===== src/rtl/mstep_pkg.sv =====
package mstep_pkg;

    typedef struct packed {
        logic n;
        logic z;
        logic v;
        logic c;
    } cc_t;

    typedef enum logic [1:0] {
        ST_IDLE  = 2'd0,
        ST_STEP  = 2'd1,
        ST_FINAL = 2'd2
    } seq_state_e;

endpackage


===== src/rtl/mstep_alu.sv =====
module mstep_alu
    import mstep_pkg::*;
#(
    parameter int W = 32
) (
    input  logic [W-1:0] part_i,
    input  logic [W-1:0] mcand_i,
    input  logic [W-1:0] mier_i,
    input  cc_t          cc_i,
    output logic [W-1:0] sum_o,
    output logic [W-1:0] mier_o,
    output cc_t          cc_o
);
    logic [W-1:0] shifted;
    logic [W-1:0] gated;
    logic         carry;

    always_comb begin
        // sign recovered from the previous sum goes into the top bit
        shifted        = {cc_i.n ^ cc_i.v, part_i[W-1:1]};
        gated          = mier_i[0] ? mcand_i : '0;
        {carry, sum_o} = {1'b0, shifted} + {1'b0, gated};
        cc_o.n         = sum_o[W-1];
        cc_o.z         = (sum_o == '0);
        cc_o.v         = (shifted[W-1] == gated[W-1]) && (sum_o[W-1] != shifted[W-1]);
        cc_o.c         = carry;
        mier_o         = {part_i[0], mier_i[W-1:1]};
    end
endmodule


===== src/rtl/mstep_opsel.sv =====
module mstep_opsel #(
    parameter int W     = 32,
    parameter int IMM_W = 13
) (
    input  logic             use_imm_i,
    input  logic [W-1:0]     reg_i,
    input  logic [IMM_W-1:0] imm_i,
    output logic [W-1:0]     op_o
);
    logic [W-1:0] imm_ext;

    generate
        if (W > IMM_W) begin : g_extend
            assign imm_ext = {{(W-IMM_W){imm_i[IMM_W-1]}}, imm_i};
        end else begin : g_trunc
            assign imm_ext = imm_i[W-1:0];
        end
    endgenerate

    assign op_o = use_imm_i ? imm_ext : reg_i;
endmodule


===== src/rtl/mstep_seq.sv =====
module mstep_seq
    import mstep_pkg::*;
#(
    parameter int STEPS = 32
) (
    input  logic clk,
    input  logic rst_n,
    input  logic start_i,
    output logic load_o,
    output logic step_o,
    output logic final_o,
    output logic busy_o,
    output logic done_o
);
    localparam int CW = (STEPS > 1) ? $clog2(STEPS) : 1;
    localparam logic [CW-1:0] LAST = CW'(STEPS - 1);

    seq_state_e     state_q, state_d;
    logic [CW-1:0]  cnt_q;
    logic           done_q;

    // state register
    always_ff @(posedge clk) begin
        if (!rst_n) begin
            state_q <= ST_IDLE;
            cnt_q   <= '0;
            done_q  <= 1'b0;
        end else begin
            state_q <= state_d;
            done_q  <= (state_q == ST_FINAL);
            if (state_q == ST_STEP) cnt_q <= cnt_q + 1'b1;
            else                    cnt_q <= '0;
        end
    end

    // next state
    always_comb begin
        state_d = state_q;
        unique case (state_q)
            ST_IDLE:  if (start_i) state_d = ST_STEP;
            ST_STEP:  if (cnt_q == LAST) state_d = ST_FINAL;
            ST_FINAL: state_d = ST_IDLE;
            default:  state_d = ST_IDLE;
        endcase
    end

    // outputs
    always_comb begin
        load_o  = (state_q == ST_IDLE) && start_i;
        step_o  = (state_q == ST_STEP);
        final_o = (state_q == ST_FINAL);
        busy_o  = (state_q != ST_IDLE);
        done_o  = done_q;
    end
endmodule


===== src/rtl/mstep_mul_top.sv =====
module mstep_mul_top
    import mstep_pkg::*;
#(
    parameter int W     = 32,
    parameter int IMM_W = 13
) (
    input  logic             clk,
    input  logic             rst_n,
    input  logic             start_i,
    input  logic             use_imm_i,
    input  logic [W-1:0]     mcand_i,
    input  logic [IMM_W-1:0] imm_i,
    input  logic [W-1:0]     mplier_i,
    output logic             busy_o,
    output logic             done_o,
    output logic [W-1:0]     prod_hi_o,
    output logic [W-1:0]     prod_lo_o,
    output logic [3:0]       flags_o
);
    logic         load, step, fin;
    logic [W-1:0] part_q, mier_q, mc_q;
    cc_t          cc_q;
    logic [W-1:0] op_sel, sum, mier_nx, step_mc;
    cc_t          cc_nx;

    mstep_seq #(.STEPS(W)) seq_i (
        .clk(clk), .rst_n(rst_n), .start_i(start_i),
        .load_o(load), .step_o(step), .final_o(fin),
        .busy_o(busy_o), .done_o(done_o)
    );

    mstep_opsel #(.W(W), .IMM_W(IMM_W)) opsel_i (
        .use_imm_i(use_imm_i), .reg_i(mcand_i), .imm_i(imm_i), .op_o(op_sel)
    );

    assign step_mc = fin ? '0 : mc_q;

    mstep_alu #(.W(W)) alu_i (
        .part_i(part_q), .mcand_i(step_mc), .mier_i(mier_q), .cc_i(cc_q),
        .sum_o(sum), .mier_o(mier_nx), .cc_o(cc_nx)
    );

    always_ff @(posedge clk) begin
        if (!rst_n) begin
            part_q <= '0;
            mier_q <= '0;
            mc_q   <= '0;
            cc_q   <= '0;
        end else if (load) begin
            part_q <= '0;
            mier_q <= mplier_i;
            mc_q   <= op_sel;
            cc_q   <= '0;
        end else if (step || fin) begin
            part_q <= sum;
            mier_q <= mier_nx;
            cc_q   <= cc_nx;
        end
    end

    assign prod_hi_o = part_q;
    assign prod_lo_o = mier_q;
    assign flags_o   = cc_q;
endmodule


===== config.mk =====
export PLATFORM = sky130hd
export DESIGN_NAME = mstep_mul_top
export DESIGN_NICKNAME = d
export VERILOG_FILES = /design/src/rtl/mstep_pkg.sv /design/src/rtl/mstep_alu.sv /design/src/rtl/mstep_opsel.sv /design/src/rtl/mstep_seq.sv /design/src/rtl/mstep_mul_top.sv
export SDC_FILE = /design/constraint.sdc
export NUM_CORES = 1
export LEC_CHECK = 0
export BUFFER_PORTS_ARGS = -buffer_cell sky130_fd_sc_hd__buf_2
export CORE_UTILIZATION = 55
export DETAILED_ROUTE_END_ITERATION = 10
export MAX_ROUTING_LAYER = met4
export PLACE_DENSITY = 0.79
export SYNTH_ARGS = -nofsm -noshare
export SYNTH_HDL_FRONTEND = slang
export SYNTH_SLANG_ARGS = --single-unit

===== constraint.sdc =====
create_clock -name clk -period 4.4 [get_ports clk]
set_clock_uncertainty 0.1 [all_clocks]
set_input_delay 0.88 -clock clk [delete_from_list [all_inputs] [get_ports clk]]
set_output_delay 0.88 -clock clk [all_outputs]
set_load 0.02 [all_outputs]

==> flow_summary.ini <==
[run_status]
run_status = complete, no violations

[timing]
setup_viol = 0
timing.hold.ws_ps = 353.2
period_needed_ps = 4116
finalCritPeriodShare_pct = 93.53
rsz0062_at_grt = no
slew_headroom_pct = 46.76
finalHoldViolations = 0
fin_tns_setup_ps = 0
tightest_slew_ps = 798.6
worst_slack_ps = 284.5
slew_violations = 0
fmax_mhz = 243.0

[flow_run]
max_cap_viol_count = 0

[clock_tree]
cts_tree = built
cts_setup_buffers = 0
htreeDepth = 3
cts.sinks = 107
clockBufferDepth = 2
clkTransAtPathRegs_ps = 70
clk_latency_ps = 360
cts_root_buffer = clkbuf_16
cts_buffers = 9

[logic_synthesis]
yosysUniqueCellTypes = 51
synthTopCellsByCount = dfxtp_1, nand2_1, mux2i_1, nor2_1, a21oi_1
synth_area_leaders = dfxtp_1, mux2i_1, ha_1
synthCells = 764
yosys_most_used_dff = dfxtp_1
synth_top_area_cell = dfxtp_1
ys_warn_count = 0
syn-cell-area_sq_um = 6495
syn_nets = 885
ys_seq_elements = 107
yosysSeqAreaShare_pct = 32.98
synth_enable_flop_cells = 0
synth.top_cell.area_share_pct = 32.98
syn_area_per_cell_sq_um = 8.501
synth_most_common_cell = dfxtp_1
synth_async_sr_flop_share_pct = 0

[place]
hpwlAfterDp_microns = 12070
pre_cts_slack_ps = 0.4334
routabilityCongestion = 0.9631
dp_cells = 1020
port_buffers = 150

[worst_setup_path]
critPathMaxFanout = 16
worstPathCellList = inv_1 -> ha_2 -> nor2b_4 -> buf_6 -> and2_1 -> ha_1 -> and2_4 -> a221oi_2 -> nand3_1 -> a2111oi_4 -> nand4b_1 -> or4_1 -> a2111o_1 -> nor4_2 -> nand4b_1 -> o21ai_1
start_kind = register
worst-path-buf-inv = 2
rr_worst_depth = 16
rr_startpoint = seq_i.state_q[0]$_SDFFE_PN0P_
crit_type = reg2reg
critPathArrivalTime_ps = 4310
ff2ff_setup_slack_ps = 280
end_kind = register
rr_endpoint = flags_o[2]$_SDFFE_PP0P_
slowest_stage = or4_1
crit_family = simple AND/OR/NAND/NOR gates
cpPeakStageDelay_ps = 550
cp.required_ps = 4590
path_common_cell = nand4b_1

[global_route]
met1_usage_pct = 35.88
grt.total_usage_pct = 27.67
grt_pass1_vias = 5602
antenna_found_initial = 1
overflow = 0
grtUsageMet2_pct = 43.02
globalRouteMet3Util_pct = 6.178
grt_pass1_wl_microns = 26740
busiest_layer = met2
grt_max_degree = 71

[route]
routedWlPerCell_microns = 15.80
vias_per_cell = 5.758
ant_nets = 0
drtIter0Drc = 398
drc = 0
wl_microns = 16400
first_pass_iters = 5
num_vias = 5977

[floorplanning]
core_sq_um = 11470
dieArea_sq_um = 12250
chipHeight_microns = 110.7
io_pins = 151
initial_core_util_pct = 56.64
num_rows = 39
die_x_microns = 110.7

[layout]
syn_to_final_growth_pct = 18.26
final_nets = 1010
fillCellCount = 955
layout-drive-gt1-share_pct = 21.36
layout.cells.non_filler = 1038

[hold_path]
hp-start = seq_i.cnt_q[0]$_SDFF_PN0_
hold_class = reg2reg
whs_path_depth = 1
holdPathEnd = seq_i.cnt_q[0]$_SDFF_PN0_

[power]
power.density_cell_area_nw_per_um2 = 508.5
max-vdd-ir-drop_mv = 0.6315
p_leak_nw = 3.953
==> worst reg2reg max path, stage by stage, from the launching register on <==
cell,delay [ps]
dfxtp_2,360
inv_1,100
ha_2,220
nor2b_4,150
buf_6,180
and2_1,140
ha_1,280
and2_4,180
a221oi_2,280
nand3_1,190
a2111oi_4,400
nand4b_1,110
or4_1,550
a2111o_1,380
nor4_2,220
nand4b_1,110
o21ai_1,80
==> cell families after synthesis <==
family,Yosys count,share of synthesized area [%]
XOR/XNOR,29,3.911
multiplexers,74,11.42
adder cells (fa/ha/maj),40,7.821
AND/OR/NAND/NOR,252,19.11
buffers and inverters,60,3.583
AO/OA/AOI/OAI,202,21.17
flip-flops,107,32.98
==> worst max path at each step <==
stage,from,to,slack [ps],depth (start not counted)
after floorplan,seq_i.state_q[0]$_SDFFE_PN0P_,flags_o[2]$_SDFFE_PP0P_,390,15
after global placement,seq_i.state_q[0]$_SDFFE_PN0P_,flags_o[2]$_SDFFE_PP0P_,110,15
after detailed placement,seq_i.state_q[0]$_SDFFE_PN0P_,flags_o[2]$_SDFFE_PP0P_,0.4,15
after CTS,seq_i.state_q[0]$_SDFFE_PN0P_,flags_o[2]$_SDFFE_PP0P_,20,15
after global routing,seq_i.state_q[0]$_SDFFE_PN0P_,flags_o[2]$_SDFFE_PP0P_,8,17
final,seq_i.state_q[0]$_SDFFE_PN0P_,flags_o[2]$_SDFFE_PP0P_,280,16
==> metal layers <==
metal	part of all wire [%]	routed length, microns
met2	45	7445
met1	46	7564
met5	0	0
met4	1.8	291
met3	6.7	1095
==> registers in the layout (all words and copies together), names as in the netlist <==
signal	flops
seq_i.done_o	1
seq_i.state_q	2
prod_lo_o	32
seq_i.cnt_q	5
mc_q	32
prod_hi_o	32
flags_o	3
==> layout by cell type, fill, tap and decap left out, types with 3 or more instances in the layout <==
cell       synthesis  final
dfxtp_1          107    106
nor4_1             4      3
o21a_1             4      4
a2111oi_0          3      3
inv_1             15     15
ha_1              39     37
xor2_1            15     15
nor2_1            59     59
mux2i_1           73     73
buf_4              2      7
a221oi_1           4      3
a21o_1            12     12
a211oi_1           8      7
nand2b_1          23     23
nand2_1           81     81
buf_2              0    151
a21oi_1           58     58
o211a_1           44     44
and2_1            36     36
clkbuf_16          0      9
xnor2_1           14     14
o211ai_1           3      3
nor3_1             5      5
nand4_1            8      8
nor2b_1           12     11
o21ai_1            4      4
o21ai_0           47     46
o21bai_1           4      4
and3_1             4      4
a31oi_1            3      3
nand3_1            6      6
==> area by class of cell <==
type,count,area (sq um),area share [%]
Sequential cell,107,2143,27.90
Multi-Input combinational cell,597,4184,54.47
Antenna cell,1,2.502,0.03258
Tap cell,143,178.9,2.329
Inverter,15,56.30,0.7330
Timing Repair Buffer,159,819.5,10.67
Clock inverter,5,43.79,0.5701
Clock buffer,11,252.7,3.290
==> where the power goes <==
part | internal [mW] | switching, mW
clock | 0.424 | 0.385
combinational | 0.721 | 1.03
sequential | 1.19 | 0.153
total | 2.33 | 1.57
==> per-stage QoR <==
stage | instance area (sq um) | utilization (%) | power, mW
6_report | 7681 | 66.98 | 3.906
5_1_grt | 7681 | 66.98 | 4.144
4_1_cts | 7621 | 66.46 | 3.902
3_5_place_dp | 7321 | 63.84 | 3.080
3_3_place_gp | 7321 | 63.84 | 3.063
2_1_floorplan | 6495 | - | 2.634
==> repair_timing <==
action                                  CTS  global route
resized for setup                         1            11
hold buffers                              0             0
gates cloned                              0             1
endpoints found under the setup margin    1             2
pin swaps                                 0             1
(Power assumes the default switching activity.)
